## config.mk

```make
export PLATFORM = sky130hd
export DESIGN_NAME = gpio_lvl_ctrl
export DESIGN_NICKNAME = d
export VERILOG_FILES = /design/src/rtl/gpio_lvl_pkg.sv /design/src/rtl/gpio_sync.sv /design/src/rtl/gpio_regs.sv /design/src/rtl/gpio_pad_mux.sv /design/src/rtl/gpio_lvl_ctrl.sv
export SDC_FILE = /design/constraint.sdc
export NUM_CORES = 1
export LEC_CHECK = 0
export ABC_AREA = 1
export BUFFER_PORTS_ARGS = -buffer_cell sky130_fd_sc_hd__buf_2
export CAP_MARGIN = 20
export CORE_ASPECT_RATIO = 1.2
export CORE_MARGIN = 3
export CORE_UTILIZATION = 48
export DETAILED_ROUTE_END_ITERATION = 7
export PLACE_DENSITY = 0.78
export SLEW_MARGIN = 20
export SYNTH_ARGS = -nofsm -noshare
export SYNTH_HDL_FRONTEND = slang
export SYNTH_SLANG_ARGS = --single-unit
```

## constraint.sdc

```tcl
create_clock -name clk_i -period 1.2 [get_ports clk_i]
set_input_delay 0 -clock clk_i [delete_from_list [all_inputs] [get_ports clk_i]]
set_output_delay 0 -clock clk_i [all_outputs]
set_load 0.02 [all_outputs]
```

## src/rtl/gpio_lvl_pkg.sv

```systemverilog
package gpio_lvl_pkg;
  typedef enum logic [2:0] {
    IDX_FUNC  = 3'd0,
    IDX_DIR   = 3'd1,
    IDX_DATA  = 3'd2,
    IDX_LEVEL = 3'd3,
    IDX_STAT  = 3'd4,
    IDX_ROUTE = 3'd5
  } reg_idx_e;

  localparam int unsigned NUM_REGS = 6;
  localparam logic [31:0] ALT_OUT_DEFAULT = 32'h0000_21F5;
endpackage

```

## src/rtl/gpio_sync.sv

```systemverilog
module gpio_sync #(
  parameter int unsigned W      = 32,
  parameter int unsigned STAGES = 2
) (
  input  logic         clk_i,
  input  logic         rst_ni,
  input  logic [W-1:0] d_i,
  output logic [W-1:0] q_o
);
  logic [W-1:0] stage_q [STAGES];

  always_ff @(posedge clk_i or negedge rst_ni) begin
    if (!rst_ni) begin
      for (int s = 0; s < STAGES; s++) stage_q[s] <= '0;
    end else begin
      stage_q[0] <= d_i;
      for (int s = 1; s < STAGES; s++) stage_q[s] <= stage_q[s-1];
    end
  end

  assign q_o = stage_q[STAGES-1];
endmodule

```

## src/rtl/gpio_regs.sv

```systemverilog
module gpio_regs
  import gpio_lvl_pkg::*;
#(
  parameter int unsigned W      = 32,
  parameter int unsigned ADDR_W = 5
) (
  input  logic              clk_i,
  input  logic              rst_ni,
  input  logic              sel_i,
  input  logic              we_i,
  input  logic [ADDR_W-1:0] addr_i,
  input  logic [W-1:0]      wdata_i,
  output logic [W-1:0]      rdata_o,
  input  logic [W-1:0]      pin_sync_i,
  output logic [W-1:0]      func_o,
  output logic [W-1:0]      dir_o,
  output logic [W-1:0]      dout_o,
  output logic [W-1:0]      level_o,
  output logic [W-1:0]      status_o,
  output logic [W-1:0]      route_o
);
  localparam int unsigned IDX_W = ADDR_W - 2;

  logic [IDX_W-1:0] idx;
  logic             aligned, hit, wr;
  logic [W-1:0]     func_q, dir_q, dout_q, level_q, status_q, route_q;
  logic [W-1:0]     match, keep_mask;

  assign idx     = addr_i[ADDR_W-1:2];
  assign aligned = (addr_i[1:0] == 2'b00);
  assign hit     = aligned && (idx < IDX_W'(NUM_REGS));
  assign wr      = sel_i && we_i && hit;

  assign match     = ~(pin_sync_i ^ level_q);
  // zero bits in a status write clear; ones keep
  assign keep_mask = (wr && idx == IDX_W'(IDX_STAT)) ? wdata_i : '1;

  always_ff @(posedge clk_i or negedge rst_ni) begin
    if (!rst_ni) begin
      func_q   <= '0;
      dir_q    <= '0;
      dout_q   <= '0;
      level_q  <= '0;
      status_q <= '0;
      route_q  <= '0;
    end else begin
      status_q <= (status_q & keep_mask) | match;
      if (wr) begin
        unique case (idx)
          IDX_W'(IDX_FUNC):  func_q  <= wdata_i;
          IDX_W'(IDX_DIR):   dir_q   <= wdata_i;
          IDX_W'(IDX_DATA):  dout_q  <= wdata_i;
          IDX_W'(IDX_LEVEL): level_q <= wdata_i;
          IDX_W'(IDX_ROUTE): route_q <= wdata_i;
          default: ;
        endcase
      end
    end
  end

  always_comb begin
    rdata_o = '0;
    if (hit) begin
      unique case (idx)
        IDX_W'(IDX_FUNC):  rdata_o = func_q;
        IDX_W'(IDX_DIR):   rdata_o = dir_q;
        IDX_W'(IDX_DATA):  rdata_o = pin_sync_i;
        IDX_W'(IDX_LEVEL): rdata_o = level_q;
        IDX_W'(IDX_STAT):  rdata_o = status_q;
        IDX_W'(IDX_ROUTE): rdata_o = route_q;
        default:           rdata_o = '0;
      endcase
    end
  end

  assign func_o   = func_q;
  assign dir_o    = dir_q;
  assign dout_o   = dout_q;
  assign level_o  = level_q;
  assign status_o = status_q;
  assign route_o  = route_q;
endmodule

```

## src/rtl/gpio_pad_mux.sv

```systemverilog
module gpio_pad_mux #(
  parameter int unsigned W            = 32,
  parameter logic [W-1:0] ALT_OUT_MASK = '0
) (
  input  logic [W-1:0] func_i,
  input  logic [W-1:0] dir_i,
  input  logic [W-1:0] dout_i,
  input  logic [W-1:0] alt_out_i,
  output logic [W-1:0] oe_o,
  output logic [W-1:0] out_o
);
  for (genvar p = 0; p < W; p++) begin : g_pin
    if (ALT_OUT_MASK[p]) begin : g_alt_out
      assign oe_o[p] = func_i[p] | dir_i[p];
    end else begin : g_alt_in
      assign oe_o[p] = ~func_i[p] & dir_i[p];
    end
    assign out_o[p] = func_i[p] ? alt_out_i[p] : dout_i[p];
  end
endmodule

```

## src/rtl/gpio_lvl_ctrl.sv

```systemverilog
module gpio_lvl_ctrl
  import gpio_lvl_pkg::*;
#(
  parameter int unsigned NPINS        = 32,
  parameter int unsigned ADDR_W       = 5,
  parameter int unsigned SYNC_STAGES  = 2,
  parameter logic [NPINS-1:0] ALT_OUT_MASK = NPINS'(ALT_OUT_DEFAULT)
) (
  input  logic              clk_i,
  input  logic              rst_ni,
  input  logic              bus_sel_i,
  input  logic              bus_we_i,
  input  logic [ADDR_W-1:0] bus_addr_i,
  input  logic [NPINS-1:0]  bus_wdata_i,
  output logic [NPINS-1:0]  bus_rdata_o,
  input  logic [NPINS-1:0]  pin_i,
  output logic [NPINS-1:0]  pad_oe_o,
  output logic [NPINS-1:0]  pad_out_o,
  input  logic [NPINS-1:0]  alt_out_i,
  output logic [NPINS-1:0]  alt_in_o,
  output logic              irq_o,
  output logic              nmi_o
);
  logic [NPINS-1:0] pin_sync;
  logic [NPINS-1:0] func_q, dir_q, dout_q, level_q, status_q, route_q;

  gpio_sync #(.W(NPINS), .STAGES(SYNC_STAGES)) i_sync (
    .clk_i  (clk_i),
    .rst_ni (rst_ni),
    .d_i    (pin_i),
    .q_o    (pin_sync)
  );

  gpio_regs #(.W(NPINS), .ADDR_W(ADDR_W)) i_regs (
    .clk_i      (clk_i),
    .rst_ni     (rst_ni),
    .sel_i      (bus_sel_i),
    .we_i       (bus_we_i),
    .addr_i     (bus_addr_i),
    .wdata_i    (bus_wdata_i),
    .rdata_o    (bus_rdata_o),
    .pin_sync_i (pin_sync),
    .func_o     (func_q),
    .dir_o      (dir_q),
    .dout_o     (dout_q),
    .level_o    (level_q),
    .status_o   (status_q),
    .route_o    (route_q)
  );

  gpio_pad_mux #(.W(NPINS), .ALT_OUT_MASK(ALT_OUT_MASK)) i_mux (
    .func_i    (func_q),
    .dir_i     (dir_q),
    .dout_i    (dout_q),
    .alt_out_i (alt_out_i),
    .oe_o      (pad_oe_o),
    .out_o     (pad_out_o)
  );

  assign alt_in_o = pin_sync;
  assign nmi_o    = |(status_q & route_q);
  assign irq_o    = |(status_q & ~route_q);
endmodule

```

**Word level (Yosys, flattened, before mapping)**

Index checks and enable logic that the tools add are counted.

- Order comparisons: 1
- Eq/ne operators: 5
- Muxes and demuxes: 35
- Bitwise gates (word level): 63
- Multiply operators: 0
- $add $sub $neg: 0
- Divide/modulo/power cells: 0
- Reduce and logical (&&, ||, !) cells: 13
- Shift-type cells: 0

Operator list:

| kind | count |
|---|---|
| case mux 32 bit (6 select lines) | 1 |
| bitwise AND 32 bit | 3 |
| 2-to-1 mux 32 bit | 2 |
| inverter 32 bit | 2 |
| OR reduction 32 bit | 2 |
| 2-to-1 mux 1 bit | 32 |
| bitwise OR 32 bit | 1 |
| XOR 32 bit | 1 |
| bitwise AND 1 bit | 24 |
| inverter 1 bit | 24 |
| AND reduction 2 bit | 5 |
| bitwise OR 1 bit | 8 |
| == test 3 x 2 -> 1 bit, second input constant | 2 |
| == test 3 bit, second input constant | 2 |
| logical AND 1 bit | 4 |
| == test 3 x 1 -> 1 bit, second input constant | 1 |
| zero test 3 bit | 1 |
| < comparator 3 bit, second input constant | 1 |
| zero test 2 bit | 1 |

- Bits in latches: 0
- RAM bits: 0
- Bits of input ports: 105
- Bits in registers: 256
- Memories: 0
- Output and inout port bits: 130
- Bits in read-only memories: 0

**Depth between registers and ports, before layout**

- Depth in word-level cells: 7
- Gate-level depth with buffers: 8

**Modules after synthesis**

Synthesis repeated with hierarchy kept, for this count alone.

- Cells, all modules: 1612
- Area total of the unflattened synthesis: 12597.1 um^2

By module, submodules not included:

| module | area an instance (um^2) | instances | cells each |
|---|---|---|---|
| gpio_regs | 9459.1 | 1 | 1177 |
| gpio_sync | 1841.8 | 1 | 96 |
| gpio_pad_mux | 710.7 | 1 | 184 |
| gpio_lvl_ctrl | 585.6 | 1 | 155 |

**Worst setup path before layout**

Ideal clock, no wire load.

- Path kind: input to output
- Start point: in bus_addr_i[2]
- End point: out bus_rdata_o[11]
- Path buffers: 3
- Stages: 8
- Arrival time: 1190 ps
- Path slack: 10 ps
- Path through: buf_2 nor2_1 buf_2 buf_2 nand3_1 nand2_1 inv_1 a21oi_1

- Cells in the longest elaborated chain, start to end: 3
- Elaborated cells on any way between the ends: 10
- Those cells by class: order compare: 1; eq/ne: 5; mux: 2; reduce/logical: 2

Ends and longest elaborated chain:

| what | line | source |
|---|---|---|
| start: declaration | gpio_lvl_ctrl.sv:13 | `input logic [ADDR_W-1:0] bus_addr_i,` |
| == test 3 bit (tied with other cells) | gpio_regs.sv:64 | `unique case (idx)` |
| case mux 32 bit (6 select lines) or logical AND 1 bit (tied branches) | gpio_regs.sv:64, gpio_regs.sv:31 |  |
| 2-to-1 mux 32 bit * | gpio_regs.sv:63 | `if (hit) begin` |
| end: declaration | gpio_lvl_ctrl.sv:15 | `output logic [NPINS-1:0] bus_rdata_o,` |

Every way passes the cells marked *; elsewhere a longest branch is shown, timed or not.

**Worst setup path in the final report**

- Start point: reg i_regs.status_q[5] (netlist: i_regs.status_o[5])
- End point: out bus_rdata_o[5]

- Cells in the longest elaborated chain, start to end: 2

Ends and longest elaborated chain:

| what | line | source |
|---|---|---|
| start: declaration | gpio_regs.sv:26 | `logic [W-1:0] func_q, dir_q, dout_q, level_q, status_q, route_q;` |
| start signal: assignment | gpio_regs.sv:47 | `status_q <= (status_q & keep_mask) \| match;` |
| case mux 32 bit (6 select lines) | gpio_regs.sv:64 |  |
| 2-to-1 mux 32 bit | gpio_regs.sv:63 |  |

No other way between the ends.

==> flow_summary.toml <==
[finish]
n_fill_cell = 1670
drive_gt1_share_pct = 32.1
multiInputGateArea_um2 = 5370
final_core_util_pct = 71.2
final_common_cell = "nand2_1"
seq_area_um2 = 6420
final_cell_mix = "395 x nand2_1, 242 x dfrtp_1, 140 x buf_6, 123 x nand3_1, 122 x buf_2"
diodes = 0
nNetsFinal = 1971
area_growth_pct = 44.0

[synth]
synth-xor-area-share_pct = 2.27
syn_inst = 1496
synth_seq_cells = 256
synth_area_um2 = 12400
synth_top_family_by_area = "simple AND/OR/NAND/NOR gates"
synthSimpleGateAreaFrac_pct = 25.8
synth.area.mux_share_pct = 2.92
synth_compound_area_share_pct = 8.18
ys.warnings.count = 0
avgSynthCellArea_um2 = 8.26
synth_nets = 1601
synth_cell_types = 23
yosysSeqAreaShare_pct = 51.9
synth_fa_ha_area_share_pct = 0

[cts]
clock-sinks = 256
tritoncts = "yes"
cts_buffer_depth = 3
clk_pin_slew_ns = 0.07
cts_root_buffer = "clkbuf_16"
cts-buffers-inserted = 26
h-tree-depth = 1
clk_latency_ns = 0.55

[route]
drc = 0
wire_per_inst_um = 18.8
drt-initial-drc-count = 1233
drtPass1Iterations = 6
routed_via_density = 5.64
wirelength_um = 41500
vias = 12471
final_antenna_net_count = 0

[die]
die_y_um = 182
core_area_um2 = 25000
num_io_pins = 235
initial_utilization_pct = 49.4
die_area_um2 = 27700
fp-row-count = 63
dieWidth_um = 152

[setup_path]
cp_common_cell = "buf_4"
cp_max_fo = 3
max_stage_delay_ns = 0.42
cp_slowest_cell = "dfrtp_1"
start_kind = "register"
path_cells = "buf_4 -> buf_6 -> nand3_2 -> nand2_2 -> nor2_4 -> a21oi_2 -> buf_4"
cp_top_family = "buffers and inverters"
cp.arrival_ns = 1.72
crit_required_ns = 1.20
crit_type = "register to primary output"
worstPathBufferInverterCount = 3
end_kind = "primary output"

[timing]
rsz0062_at_grt = "yes"
finalCriticalPeriod_ns = 1.72
maxSlewHeadroom_pct = 57.6
final.setup.tns_ns = -23.69
clock-skew-final_ns = 0.0272
worst_slew_pin_slew_ns = 0.636
drv_slew = 0
postLayoutSetupSlackWorst_ns = -0.520
hold_viol = 0
holdWs_ns = 0.0321
setup_violations = 104
max_freq_mhz = 581
period_share_pct = 143

[power_and_ir_drop]
p_leak_nw = 8.85
power_mw = 24.0
irDropWorstVdd_mv = 1.15
powerDensity_nw_per_um2 = 1350

[global_route]
grt_start_max_net_pins = 71
antenna_found_initial = 0
grt_pass1_wl_um = 63500
grt-ovfl-total = 0
grt_pass1_vias = 12174
gr-usage-all-layers_pct = 27.9

[flow_run]
cap_viol_max_count = 0

[worst_hold_path]
hp-class = "primary input to asynchronous set/reset pin"

[outcome]
violations = "negative setup slack"
status = "complete, but fails checks"

[placement]
io_buffers = 234
gp_congestion = 0.867
place_hpwl_um = 23600
==> power breakdown <==
| part | switching [mW] | internal [mW] |
|---|---|---|
| clock | 3.46 | 5.32 |
| sequential | 0.666 | 9.36 |
| combinational | 2.68 | 2.55 |
==> Yosys cell counts, drive strengths merged <==
master / number / area [um^2]
buf: 100 / 561
nand3b: 1 / 7.51
or2: 8 / 50.1
xor2: 32 / 280
inv: 123 / 462
nor2: 89 / 353
clkbuf: 22 / 82.6
nand4: 90 / 563
o21ai: 170 / 851
mux2: 32 / 360
nand2: 407 / 1540
nor3: 1 / 5.00
nand3: 133 / 676
a21oi: 32 / 160
dfrtp: 256 / 6410
==> worst reg2reg max path, cell delays in order (launching register included) <==
cell	delay [ns]
dfrtp_1	0.44
buf_6	0.15
buf_4	0.13
buf_4	0.12
nand2_1	0.06
o21ai_1	0.09
==> cells by family (layout without fill, tap and decap cells) <==
kind of cell              count (synthesis)  count (layout)
AOI/OAI and AO/OA                       202             202
xor gates and xnor gates                 32              32
buffers and inverters                   245             634
DFF                                     256             256
muxes                                    32              32
and+or+nand+nor                         729             729
==> worst paths after layout <==
path	startpoint	to	slack, ns	cells after the start
worst max-delay path	i_regs.status_o[5]	bus_rdata_o[5]	-0.52	7
min in group clk_i	pin_i[23]	i_sync.stage_q[55]	0.09	2
max in group asynchronous	rst_ni	i_regs.route_o[17]	0.14	3
worst max register to register	i_regs.func_o[21]	i_regs.func_o[21]	0.09	5
worst min register to register	i_sync.stage_q[38]	i_sync.q_o[6]	0.35	0
worst min-delay path	rst_ni	i_sync.q_o[21]	0.03	3
==> per-layer routing <==
layer | GRT usage, % | wire [um] | vias to the layer above
met5 | 0 | 0 | -
met4 | 10.6 | 1740 | 0
met3 | 4.89 | 3670 | 173
met2 | 47.0 | 20500 | 770
met1 | 36.3 | 15500 | 5915
li1 | - | - | 5613
==> per-stage QoR <==
step,instances,cell area [um^2],worst slack (ns)
2_1_floorplan,1496,12400,0.00960
3_3_place_gp,2003,14100,-0.0452
3_5_place_dp,2003,14100,-0.0938
4_1_cts,2160,17100,-0.548
5_1_grt,2210,17800,-0.587
6_report,2210,17800,-0.520
==> registers in the layout (all words and copies together), names as in the netlist <==
register         count
i_sync.q_o          32
i_regs.route_o      32
i_regs.status_o     32
i_regs.level_o      32
i_regs.dir_o        32
i_regs.dout_o       32
i_regs.func_o       32
i_sync.stage_q      32
==> timing repair <==
action	CTS	global route
endpoints found under the hold margin	480	0
gates resized for setup	310	125
buffers inserted	44	61
endpoints found under the setup margin	103	107
pin swaps	63	80
hold buffers	66	0
==> cell type report <==
class                      count  area share, %
inverter                     123           2.62
clock inverter                12          0.978
sequential                   256           36.1
timing repair buffer         464           23.5
multi-input combinational    995           30.2
tap                          325           2.29
clock buffer                  35           4.30
(Power assumes the default switching activity.)
